--- config.mk ---
export PLATFORM = sky130hd
export DESIGN_NAME = rx_ring_mgr
export DESIGN_NICKNAME = d
export VERILOG_FILES = /design/src/rtl/rx_ring_pkg.sv /design/src/rtl/rx_desc_ram.sv /design/src/rtl/rx_credit_ctr.sv /design/src/rtl/rx_cmpl_unit.sv /design/src/rtl/rx_frame_eng.sv /design/src/rtl/rx_ring_mgr.sv
export SDC_FILE = /design/constraint.sdc
export NUM_CORES = 2
export LEC_CHECK = 0
export BUFFER_PORTS_ARGS = -buffer_cell sky130_fd_sc_hd__buf_2
export CAP_MARGIN = 40
export CORE_MARGIN = 2
export CORE_UTILIZATION = 40
export DETAILED_ROUTE_END_ITERATION = 12
export GPL_TIMING_DRIVEN = 0
export SYNTH_ARGS = -nofsm -noshare
export SYNTH_HDL_FRONTEND = slang
export SYNTH_SLANG_ARGS = --single-unit
--- constraint.sdc ---
create_clock -name clk_i -period 11.3 [get_ports clk_i]
set_input_delay 2.26 -clock clk_i [delete_from_list [all_inputs] [get_ports clk_i]]
set_output_delay 2.26 -clock clk_i [all_outputs]
set_load 0.01 [all_outputs]
--- src/rtl/rx_ring_pkg.sv ---
package rx_ring_pkg;
  localparam int LEN_W  = 14;
  localparam int CODE_W = 7;
  localparam int ADDR_W = 40;
  localparam int DESC_W = 64;

  localparam logic [CODE_W-1:0] CODE_DONE = 7'h0F;
  localparam logic [CODE_W-1:0] CODE_MORE = 7'h10;
  localparam logic [CODE_W-1:0] CODE_ERR  = 7'h7F;

  typedef struct packed {
    logic [1:0]        rsvd;
    logic [LEN_W-1:0]  len;
    logic              ts;
    logic [CODE_W-1:0] code;
    logic [ADDR_W-1:0] addr;
  } rx_desc_t;

  typedef enum logic [1:0] {ST_IDLE, ST_FILL, ST_NEXT, ST_SKIP} eng_st_e;
endpackage

--- src/rtl/rx_desc_ram.sv ---
module rx_desc_ram #(
  parameter int DEPTH  = 16,
  parameter int DESC_W = 64,
  localparam int IDX_W = $clog2(DEPTH)
) (
  input  logic              clk_i,
  input  logic              hw_we_i,
  input  logic [IDX_W-1:0]  hw_idx_i,
  input  logic [DESC_W-1:0] hw_wdata_i,
  input  logic              sw_we_i,
  input  logic [IDX_W-1:0]  sw_idx_i,
  input  logic [DESC_W-1:0] sw_wdata_i,
  input  logic [IDX_W-1:0]  rd_idx_i,
  output logic [DESC_W-1:0] rd_data_o,
  output logic [DESC_W-1:0] sw_rdata_o
);
  logic [DESC_W-1:0] mem_q [DEPTH];

  // hardware write-back wins a same-entry collision
  always_ff @(posedge clk_i) begin
    if (hw_we_i) mem_q[hw_idx_i] <= hw_wdata_i;
    if (sw_we_i && !(hw_we_i && hw_idx_i == sw_idx_i)) mem_q[sw_idx_i] <= sw_wdata_i;
  end

  assign rd_data_o  = mem_q[rd_idx_i];
  assign sw_rdata_o = mem_q[sw_idx_i];
endmodule

--- src/rtl/rx_credit_ctr.sv ---
module rx_credit_ctr #(
  parameter int CNT_W = 5
) (
  input  logic             clk_i,
  input  logic             rst_ni,
  input  logic             add_en_i,
  input  logic [CNT_W-1:0] add_val_i,
  input  logic             sub_one_i,
  output logic [CNT_W-1:0] cnt_o
);
  logic [CNT_W-1:0] cnt_q;

  always_ff @(posedge clk_i or negedge rst_ni) begin
    if (!rst_ni) cnt_q <= '0;
    else         cnt_q <= cnt_q + (add_en_i ? add_val_i : '0) - CNT_W'(sub_one_i);
  end

  assign cnt_o = cnt_q;
endmodule

--- src/rtl/rx_cmpl_unit.sv ---
module rx_cmpl_unit #(
  parameter int CNT_W = 5
) (
  input  logic             clk_i,
  input  logic             rst_ni,
  input  logic             inc_i,
  input  logic             ack_we_i,
  input  logic [CNT_W-1:0] ack_val_i,
  input  logic [CNT_W-1:0] wmark_i,
  input  logic             irq_clr_i,
  output logic [CNT_W-1:0] cnt_o,
  output logic             irq_o
);
  logic [CNT_W-1:0] cnt_q;
  logic [CNT_W:0]   sum, sub, nxt;
  logic             irq_q;

  always_comb begin
    sum = {1'b0, cnt_q} + (CNT_W+1)'(inc_i);
    sub = ack_we_i ? {1'b0, ack_val_i} : '0;
    nxt = (sub >= sum) ? '0 : sum - sub;
  end

  always_ff @(posedge clk_i or negedge rst_ni) begin
    if (!rst_ni) begin
      cnt_q <= '0;
      irq_q <= 1'b0;
    end else begin
      cnt_q <= nxt[CNT_W-1:0];
      // a completion above the watermark takes priority over a clear
      if (inc_i && nxt > {1'b0, wmark_i}) irq_q <= 1'b1;
      else if (irq_clr_i)                 irq_q <= 1'b0;
    end
  end

  assign cnt_o = cnt_q;
  assign irq_o = irq_q;
endmodule

--- src/rtl/rx_frame_eng.sv ---
module rx_frame_eng
  import rx_ring_pkg::*;
#(
  parameter int IDX_W  = 4,
  parameter int CNT_W  = 5,
  parameter int DROP_W = 16
) (
  input  logic              clk_i,
  input  logic              rst_ni,
  input  logic [CNT_W-1:0]  cfg_size_i,
  input  logic [CNT_W-1:0]  avail_i,
  input  logic              rx_valid_i,
  input  logic              rx_sof_i,
  input  logic              rx_eof_i,
  input  logic [7:0]        rx_data_i,
  input  rx_desc_t          head_desc_i,
  output logic [IDX_W-1:0]  head_o,
  output logic              close_o,
  output logic              cmpl_inc_o,
  output rx_desc_t          close_desc_o,
  output logic              pay_we_o,
  output logic [ADDR_W-1:0] pay_addr_o,
  output logic [7:0]        pay_data_o,
  output logic              wb_valid_o,
  output logic [IDX_W-1:0]  wb_idx_o,
  output rx_desc_t          wb_desc_o,
  output logic [DROP_W-1:0] drop_cnt_o
);
  eng_st_e           st_q, st_d;
  logic [IDX_W-1:0]  head_q;
  logic [CNT_W-1:0]  head_inc;
  logic [ADDR_W-1:0] cur_addr_q, base_addr;
  logic [LEN_W-1:0]  cnt_q, buf_len_q, off, new_cnt, buf_len;
  logic              ts_q, ts_cur;
  logic              open_buf, byte_en, full, drop;
  logic [CODE_W-1:0] code;
  logic              pay_we_q, wb_valid_q;
  logic [ADDR_W-1:0] pay_addr_q;
  logic [7:0]        pay_data_q;
  logic [IDX_W-1:0]  wb_idx_q;
  rx_desc_t          wb_desc_q;
  logic [DROP_W-1:0] drop_q;

  always_comb begin
    open_buf  = rx_valid_i && ((st_q == ST_IDLE && rx_sof_i && avail_i != '0) || st_q == ST_NEXT);
    byte_en   = open_buf || (rx_valid_i && st_q == ST_FILL);
    drop      = rx_valid_i && st_q == ST_IDLE && rx_sof_i && avail_i == '0;
    base_addr = open_buf ? head_desc_i.addr : cur_addr_q;
    off       = open_buf ? '0 : cnt_q;
    new_cnt   = off + LEN_W'(1);
    buf_len   = open_buf ? head_desc_i.len : buf_len_q;
    ts_cur    = open_buf ? head_desc_i.ts : ts_q;
    full      = new_cnt >= buf_len;
    // avail_i still includes the descriptor being closed
    if (rx_eof_i)                  code = CODE_DONE;
    else if (avail_i > CNT_W'(1))  code = CODE_MORE;
    else                           code = CODE_ERR;
    close_o    = byte_en && (rx_eof_i || full);
    cmpl_inc_o = close_o && code != CODE_MORE;

    close_desc_o      = '0;
    close_desc_o.len  = new_cnt;
    close_desc_o.ts   = ts_cur;
    close_desc_o.code = code;
    close_desc_o.addr = base_addr;

    head_inc = {1'b0, head_q} + CNT_W'(1);

    st_d = st_q;
    if (close_o) begin
      if (code == CODE_DONE)      st_d = ST_IDLE;
      else if (code == CODE_MORE) st_d = ST_NEXT;
      else                        st_d = ST_SKIP;
    end else if (byte_en) begin
      st_d = ST_FILL;
    end else if (drop && !rx_eof_i) begin
      st_d = ST_SKIP;
    end else if (st_q == ST_SKIP && rx_valid_i && rx_eof_i) begin
      st_d = ST_IDLE;
    end
  end

  always_ff @(posedge clk_i or negedge rst_ni) begin
    if (!rst_ni) begin
      st_q       <= ST_IDLE;
      head_q     <= '0;
      cur_addr_q <= '0;
      cnt_q      <= '0;
      buf_len_q  <= '0;
      ts_q       <= 1'b0;
      pay_we_q   <= 1'b0;
      pay_addr_q <= '0;
      pay_data_q <= '0;
      wb_valid_q <= 1'b0;
      wb_idx_q   <= '0;
      wb_desc_q  <= '0;
      drop_q     <= '0;
    end else begin
      st_q <= st_d;
      if (byte_en) begin
        cur_addr_q <= base_addr;
        cnt_q      <= new_cnt;
        buf_len_q  <= buf_len;
        ts_q       <= ts_cur;
      end
      if (close_o) head_q <= (head_inc == cfg_size_i) ? '0 : head_inc[IDX_W-1:0];
      pay_we_q   <= byte_en;
      pay_addr_q <= base_addr + ADDR_W'(off);
      pay_data_q <= rx_data_i;
      wb_valid_q <= close_o;
      wb_idx_q   <= head_q;
      wb_desc_q  <= close_desc_o;
      if (drop) drop_q <= drop_q + DROP_W'(1);
    end
  end

  assign head_o     = head_q;
  assign pay_we_o   = pay_we_q;
  assign pay_addr_o = pay_addr_q;
  assign pay_data_o = pay_data_q;
  assign wb_valid_o = wb_valid_q;
  assign wb_idx_o   = wb_idx_q;
  assign wb_desc_o  = wb_desc_q;
  assign drop_cnt_o = drop_q;
endmodule

--- src/rtl/rx_ring_mgr.sv ---
module rx_ring_mgr
  import rx_ring_pkg::*;
#(
  parameter int DEPTH  = 16,
  parameter int DROP_W = 16,
  localparam int IDX_W = $clog2(DEPTH),
  localparam int CNT_W = IDX_W + 1,
  localparam int BASE_W = ADDR_W - 3
) (
  input  logic              clk_i,
  input  logic              rst_ni,
  input  logic [BASE_W-1:0] cfg_base_i,
  input  logic [CNT_W-1:0]  cfg_size_i,
  input  logic [CNT_W-1:0]  wmark_i,
  input  logic              sw_we_i,
  input  logic [IDX_W-1:0]  sw_idx_i,
  input  logic [DESC_W-1:0] sw_wdata_i,
  output logic [DESC_W-1:0] sw_rdata_o,
  input  logic              bell_we_i,
  input  logic [CNT_W-1:0]  bell_val_i,
  input  logic              ack_we_i,
  input  logic [CNT_W-1:0]  ack_val_i,
  input  logic              irq_clr_i,
  input  logic              rx_valid_i,
  input  logic              rx_sof_i,
  input  logic              rx_eof_i,
  input  logic [7:0]        rx_data_i,
  output logic              pay_we_o,
  output logic [ADDR_W-1:0] pay_addr_o,
  output logic [7:0]        pay_data_o,
  output logic              wb_valid_o,
  output logic [ADDR_W-1:0] wb_addr_o,
  output logic [DESC_W-1:0] wb_desc_o,
  output logic [CNT_W-1:0]  avail_o,
  output logic [CNT_W-1:0]  cmpl_cnt_o,
  output logic [DROP_W-1:0] drop_cnt_o,
  output logic              irq_o
);
  logic [IDX_W-1:0]  head, wb_idx;
  logic [DESC_W-1:0] head_word;
  rx_desc_t          head_desc, close_desc, wb_desc;
  logic              close, cmpl_inc;

  assign head_desc = rx_desc_t'(head_word);

  rx_desc_ram #(.DEPTH(DEPTH), .DESC_W(DESC_W)) u_ram (
    .clk_i      (clk_i),
    .hw_we_i    (close),
    .hw_idx_i   (head),
    .hw_wdata_i (close_desc),
    .sw_we_i    (sw_we_i),
    .sw_idx_i   (sw_idx_i),
    .sw_wdata_i (sw_wdata_i),
    .rd_idx_i   (head),
    .rd_data_o  (head_word),
    .sw_rdata_o (sw_rdata_o)
  );

  rx_credit_ctr #(.CNT_W(CNT_W)) u_credit (
    .clk_i     (clk_i),
    .rst_ni    (rst_ni),
    .add_en_i  (bell_we_i),
    .add_val_i (bell_val_i),
    .sub_one_i (close),
    .cnt_o     (avail_o)
  );

  rx_frame_eng #(.IDX_W(IDX_W), .CNT_W(CNT_W), .DROP_W(DROP_W)) u_eng (
    .clk_i        (clk_i),
    .rst_ni       (rst_ni),
    .cfg_size_i   (cfg_size_i),
    .avail_i      (avail_o),
    .rx_valid_i   (rx_valid_i),
    .rx_sof_i     (rx_sof_i),
    .rx_eof_i     (rx_eof_i),
    .rx_data_i    (rx_data_i),
    .head_desc_i  (head_desc),
    .head_o       (head),
    .close_o      (close),
    .cmpl_inc_o   (cmpl_inc),
    .close_desc_o (close_desc),
    .pay_we_o     (pay_we_o),
    .pay_addr_o   (pay_addr_o),
    .pay_data_o   (pay_data_o),
    .wb_valid_o   (wb_valid_o),
    .wb_idx_o     (wb_idx),
    .wb_desc_o    (wb_desc),
    .drop_cnt_o   (drop_cnt_o)
  );

  rx_cmpl_unit #(.CNT_W(CNT_W)) u_cmpl (
    .clk_i     (clk_i),
    .rst_ni    (rst_ni),
    .inc_i     (cmpl_inc),
    .ack_we_i  (ack_we_i),
    .ack_val_i (ack_val_i),
    .wmark_i   (wmark_i),
    .irq_clr_i (irq_clr_i),
    .cnt_o     (cmpl_cnt_o),
    .irq_o     (irq_o)
  );

  assign wb_desc_o = wb_desc;
  assign wb_addr_o = {cfg_base_i, 3'b000} + {{(ADDR_W-IDX_W-3){1'b0}}, wb_idx, 3'b000};
endmodule

* Yosys cells after proc, flatten, opt, wreduce, memory -nomap -nowiden
Memory sizes are Yosys's and may differ from the RTL's.
Index checks and enable logic that the tools add are counted.
** Cells by class
- Add/sub/neg operators :: 9
- Magnitude comparators :: 4
- Equal/unequal tests :: 8
- Multiplexer cells :: 22
- Reductions and logical operators :: 25
** Operators by type and width (number)
- adder 40 x 14 -> 40 bit :: 1
- adder 40 x 7 -> 40 bit :: 1
- two-way mux 40 bit :: 1
- two-way mux 14 bit :: 2
- adder 16 x 1 -> 16 bit, second input constant :: 1
- logical AND 1 bit :: 15
- adder 14 x 1 -> 14 bit, second input constant :: 1
- greater-or-equal comparator 14 bit :: 1
- two-way mux 7 bit :: 2
- two-way mux 2 bit :: 5
- two-way mux 5 bit :: 2
- two-way mux 1 bit :: 8
- == test 7 x 4 -> 1 bit, second input constant :: 1
- == test 7 x 5 -> 1 bit, second input constant :: 1
- != test 7 x 5 -> 1 bit, second input constant :: 1
- adder 5 x 1 -> 6 bit :: 1
- greater-or-equal comparator 6 bit :: 1
- greater-than comparator 6 x 5 -> 1 bit :: 1
- two-way mux 6 bit :: 1
- subtractor 6 bit :: 1
- adder 4 x 1 -> 5 bit, second input constant :: 1
- adder 5 bit :: 1
- == test 5 bit :: 1
- greater-than comparator 5 x 1 -> 1 bit, second input constant :: 1
- 12 further kinds :: 16
** Word-level totals
- Bits in registers :: 218
- Memory bits (writable) :: 1024
- Input port bits :: 142
- Output and inout port bits :: 245
- Logic and storage cells :: 88
- Memories kept :: 1
** Memory list
- u_ram.mem_q :: depth 16, bits a word 64, read ports 2, clocked after Yosys merged registers in 0, wr ports 2, line rx_desc_ram.sv:17 : logic [DESC_W-1:0] mem_q [DEPTH];

* Depth between registers and ports, before layout
- Depth after elaboration :: 17
- Depth in mapped cells :: 42
- Gate-level depth less buffers :: 34

* By module
From an unflattened synthesis, not the netlist that was laid out.
** Second synthesis, totals
- Cells, all modules :: 4847
- Area total of the unflattened synthesis :: 69969.6 µm²
** By module, submodules not included
- rx_desc_ram :: instances 1, cells each 3727, area each 58823.9 µm², seq. area each 30749.5 µm²
- rx_frame_eng :: instances 1, cells each 884, area each 9217.6 µm², seq. area each 5079.9 µm²
- rx_ring_mgr :: instances 1, cells each 121, area each 865.8 µm², seq. area each 0.0 µm²
- rx_cmpl_unit :: instances 1, cells each 74, area each 676.9 µm², seq. area each 150.1 µm²
- rx_credit_ctr :: instances 1, cells each 41, area each 385.4 µm², seq. area each 125.1 µm²

* Worst setup path before layout
OpenSTA, ideal clock, no wires.
- Path kind :: input to register
- Start :: input rx_sof_i
- End :: memory u_ram.mem_q[0][0], enable pin
- Library setup time :: 0.574 ns
- Data arrival time :: 10.773 ns
- Required time :: 10.726 ns
- Path slack :: -0.047 ns
- Stages on the path :: 23
- Buffers on the path :: 8
- Path through :: nor2_1 -> a211oi_1 -> buf_2 -> buf_4 -> buf_2 -> buf_1 -> buf_1 -> buf_1 -> nand2_1 -> nand2_1 -> inv_1 -> ha_1 -> a21o_1 -> a21oi_1 -> o221ai_1 -> a21oi_1 -> o21ai_0 -> a21oi_2 -> inv_2 -> buf_1 -> clkbuf_1 -> nand2_1 -> o21ai_0
** RTL lines
- start, declared :: line rx_ring_mgr.sv:25 : input logic rx_sof_i,
- end, declared :: line rx_desc_ram.sv:17

* Worst setup path in the final report
- Start :: input rx_sof_i
- End :: register u_cmpl.irq_q (netlist: u_cmpl.irq_o)
** On the way
- Word-level cells in the longest chain between the ends :: 16
- Elaborated cells between the ends (all ways) :: 20
- Those cells by class :: add/sub: 3; order compare: 3; mux: 4; reduce/logical: 10
** RTL lines
- logical AND 1 bit * (2 in a row) :: line rx_frame_eng.sv:45 : open_buf = rx_valid_i && ((st_q == ST_IDLE && rx_sof_i && avail_i != '0) || st_q == ST_NEXT);
- logical OR 1 bit * :: line rx_frame_eng.sv:45
- logical AND 1 bit * :: line rx_frame_eng.sv:45
- two-way mux 14 bit :: line rx_frame_eng.sv:49 : off = open_buf ? '0 : cnt_q;
- adder 14 x 1 -> 14 bit :: line rx_frame_eng.sv:50 : new_cnt = off + LEN_W'(1);
- greater-or-equal comparator 14 bit :: line rx_frame_eng.sv:53 : full = new_cnt >= buf_len;
- logical OR 1 bit :: line rx_frame_eng.sv:58 : close_o = byte_en && (rx_eof_i || full);
- logical AND 1 bit * :: line rx_frame_eng.sv:58
- logical AND 1 bit * :: line rx_frame_eng.sv:59 : cmpl_inc_o = close_o && code != CODE_MORE;
- adder 5 x 1 -> 6 bit * :: line rx_cmpl_unit.sv:19 : sum = {1'b0, cnt_q} + (CNT_W+1)'(inc_i);
- subtractor 6 bit / greater-or-equal comparator 6 bit (equally long branches) :: line rx_cmpl_unit.sv:21 : nxt = (sub >= sum) ? '0 : sum - sub;
- two-way mux 6 bit * :: line rx_cmpl_unit.sv:21
- net u_cmpl.nxt[1] :: line rx_cmpl_unit.sv:15 : logic [CNT_W:0] sum, sub, nxt;
- greater-than comparator 6 x 5 -> 1 bit * :: line rx_cmpl_unit.sv:31 : if (inc_i && nxt > {1'b0, wmark_i}) irq_q <= 1'b1;
- logical AND 1 bit * :: line rx_cmpl_unit.sv:31
- two-way mux 1 bit / nonzero test 2 bit (equally long branches)
- end signal, assigned :: line rx_cmpl_unit.sv:27 : irq_q <= 1'b0;
- end signal, assigned :: line rx_cmpl_unit.sv:31
- end signal, assigned :: line rx_cmpl_unit.sv:32 : else if (irq_clr_i) irq_q <= 1'b0;
- end, declared :: line rx_cmpl_unit.sv:16 : logic irq_q;
The timed path passes the listed nets; every way through them passes the cells marked *.
A chain may end at the register's enable or synchronous reset.

==> metrics.md <==
| Metric | Value |
|---|---|
| Max-slew violations | `0` |
| Slowest cell on crit path | `buf_2` |
| CP bufs+invs | `10` |
| Clk_lat worst skew | `0.83 ns` |
| Number of flops mapped to enable cells by yosys | `1024` |
| Bufs on Longest Clock Path | `3` |
| Fmax | `0.0899 GHz` |
| Yosys cell types | `81` |
| Residual DRC | `0` |
| Post-route cell area | `0.0815 mm²` |
| Lkg Pwr | `30.0 nW` |
| Yosys warning count | `0` |
| VDD IR max | `0.138 mV` |
| CP max stage delay | `0.59 ns` |
| DR vias/cell | `6.55` |
| R2R cell count | `38` |
| Initial antenna violation count | `47` |
| Vias in the first global route | `51000` |
| Clk sinks | `1238` |
| Die height | `415 µm` |
| Area Overhead vs Synth | `20.4%` |
| Tmin final | `11.12 ns` |
| Initial DRC count | `9329` |
| Async S/R FF share, synth | `0.173` |
| Family with the most delay on the worst path | `buffers and inverters` |
| Power per standard cell area | `223 mW/mm²` |
| Final GP Congestion | `0.953` |
| Detail Route Antenna Nets | `0` |
| Top cells by area, synth | `edfxtp_1 45%, mux4_2 19%, dfrtp_1 7.9%, mux2_1 5.4%, nor2_1 3.9%` |
| Hpwl dp | `219 mm` |
| DP Worst Slack | `-0.937 ns` |
| Crit path arrival time | `11.79 ns` |
| CTS tree | `yes` |
| Hold Vio Cnt, Final | `0` |
| Kind of critical path | `in -> reg` |
| Initial Utilization | `0.404` |
| Largest net degree at the start of global routing | `90` |
| CTS buffer count | `143` |
| Max-Cap Viols | `0` |
| Crit path depth | `42` |
| H-tree depth | `4` |
| Setup crit start kind | `input port` |
| CTS Root Cell | `clkbuf_16` |
| Crit path top cell by count | `ha_1` |
| NumNets Final | `5921` |
| Yosys top cell area share | `0.454` |
| Final cell count without fillers | `8075` |
| Average size of a mapped cell | `13.7 µm²` |
| Most used DFF post-synth | `edfxtp_1` |
| Via Count | `52900` |
| IO Pins | `387` |
| Sequential cell area fraction in the yosys report | `0.533` |
| Crit end category | `flop` |
| Crit share post-route | `0.984` |
| Synth area leader | `edfxtp_1` |
| Util after Layout | `0.486` |
| Yosys reg bits | `1238` |
| Clock edge transition at the registers on the reported setup and hold paths | `0.06 ns` |
| Worst Hold Slack | `0.467 ns` |
| Critical path fanouts, max | `10` |
| Hold Crit Class | `reg -> reg` |
| RSZ-0062 raised after global routing | `no` |
| First-pass GRT wire length | `403 mm` |
| Floorplan core area | `0.168 mm²` |
| Final wirelength | `295 mm` |
| Pre-antenna DRT Iters | `9` |
| Die area | `0.173 mm²` |
| Placed Area | `0.0769 mm²` |
| IO Port Bufs | `372` |
| Layout cell share with drive strength beyond 1 | `0.300` |
| Tightest Pin Transition | `1.08 ns` |
| Max-slew headroom | `0.279` |
| Placed cell count | `7778` |
| GRT overflow | `0` |
| Routed length per placed instance | `36.6 µm` |
| Synthesized cell area | `0.0677 mm²` |
| Outcome | `finished, final reports clean` |
| Die W | `415 µm` |
| Worst setup margin | `0.180 ns` |
| Cells after Synth | `4934` |
| Worst Path Required | `11.97 ns` |
| Std cell rows | `150` |
| Hold depth | `1` |
| Tot GR Track Use | `0.337` |
| Setup-failing EPs final | `0` |
| FF-to-FF setup slack | `0.34 ns` |
| Worst Skew | `0.0360 ns` |
-- cells in the mapped netlist, types with 4 or more instances --
library cell and count:
edfxtp_1 1024, nor2_1 708, mux4_2 564, nand2_1 423, mux2_1 323, clkbuf_1 317
dfrtp_1 214, a31oi_1 203, mux2_2 149, a21oi_1 122, buf_2 88, xnor2_1 74
o21ai_0 72, o21a_1 67, inv_1 65, buf_1 56, ha_1 55, xor2_1 48
nand3_1 37, o22ai_1 32, a21o_1 21, and3_1 21, nand4_1 21, buf_4 18
o21ai_1 17, and2_1 16, nor2b_1 15, mux2i_1 12, nor3_1 11, a211oi_1 10
a21oi_2 10, nand2b_1 9, a2111oi_2 8, o2111ai_1 8, a221oi_1 6, and4_1 6
buf_8 6, a22o_1 5, a22oi_1 5, buf_6 5, nand3b_1 5, o31ai_1 5
o211ai_1 4
-- kinds of logic after synthesis --
family          after synthesis  share of synthesized area
simple gates               1287                     0.0773
fa+ha+maj                    58                     0.0111
flops                      1238                      0.533
compound gates              616                     0.0585
other cells                   1                  0.0000554
xor+xnor                    122                     0.0158
buf+inv                     564                     0.0362
mux                        1048                      0.268
-- final cells by class --
class                      count  area (µm²)
sequential                  1238       36100
buffer                       492        2210
fill                       14500       86100
antenna                       27        67.6
timing repair buffer         639        6170
inverter                      71         267
tap                         2204        2760
multi-input combinational   3136       29400
clock inverter                61         495
clock buffer                 207        4050
-- per-stage QoR --
| stage | setup TNS, ns | total power [W] |
|---|---|---|
| 2_1_floorplan | -27.36 | 0.0107 |
| 3_3_place_gp | - | 0.0131 |
| 3_5_place_dp | -0.937 | 0.0134 |
| 4_1_cts | 0 | 0.0180 |
| 5_1_grt | 0 | 0.0188 |
| 6_report | 0 | 0.0182 |
-- sequential cells by signal, indices dropped and copies added (netlist names), 5 cells and up --
signal            count
u_eng.cur_addr_q     40
u_ram.mem_q        1024
u_eng.cnt_q          14
u_cmpl.cnt_o          5
u_credit.cnt_o        5
u_eng.pay_data_o      8
u_eng.drop_cnt_o     16
u_eng.wb_desc_o      58
u_eng.pay_addr_o     40
u_eng.buf_len_q      14
-- timing repair --
action | 4_1_cts | 5_1_grt
buffers inserted | 0 | 0
resized for setup | 0 | 7
endpoints found under the hold margin | 0 | 0
setup endpoints to repair | 1 | 1
hold buffers | 0 | 0
-- cell usage in the layout, fill, tap and decap left out, types with 148 or more instances in the layout --
master / count
a31oi_1: 203
mux4_2: 564
mux2_1: 323
mux2_2: 149
nand2_1: 423
nor2_1: 708
buf_2: 470
clkbuf_1: 357
edfxtp_1: 1024
dfrtp_1: 214
clkbuf_16: 148
-- metal layers --
layer  up-vias  wire length, µm  share of wire  GRT usage
li1      20500                -              -          -
met1     26500            98800           0.33      0.409
met2      4623           129000           0.44      0.503
met3      1222            41700           0.14      0.113
met4        20            25600          0.087      0.242
met5         -              146        0.00049    0.00278
-- worst reg2reg max path: cells and delay by family, from the launching register on --
kind | cells | cell delay, ns
AO/OA/AOI/OAI | 12 | 2.28
XOR/XNOR | 1 | 0.15
adder cells (fa/ha/maj) | 5 | 1.34
buffers and inverters | 8 | 4.56
flip-flops | 1 | 0.58
multiplexers | 1 | 0.56
AND/OR/NAND/NOR | 11 | 1.33
-- report_power, final --
group	total [W]	internal, W	leakage [nW]	switching, W
Clock	0.00460	0.00257	2.20	0.00203
Sequential	0.00624	0.00600	12.0	0.000246
Combinational	0.00735	0.00292	15.9	0.00443
Total	0.0182	0.0115	30.0	0.00670
-- final timing paths --
path / startpoint / endpoint
setup / recovery: rx_sof_i / u_cmpl.irq_o$_DFFE_PN0P_
hold / removal: u_eng.drop_cnt_o[15]$_DFFE_PN0P_ / u_eng.drop_cnt_o[15]$_DFFE_PN0P_
setup reg to reg: u_eng.head_o[2]$_DFFE_PN0P_ / u_cmpl.irq_o$_DFFE_PN0P_
hold reg to reg: u_eng.drop_cnt_o[15]$_DFFE_PN0P_ / u_eng.drop_cnt_o[15]$_DFFE_PN0P_
max in group asynchronous: rst_ni / u_eng.cur_addr_q[0]$_DFFE_PN0P_
min in group asynchronous: rst_ni / u_eng.wb_desc_o[34]$_DFF_PN0_
Power figures use the tool's default switching activity.
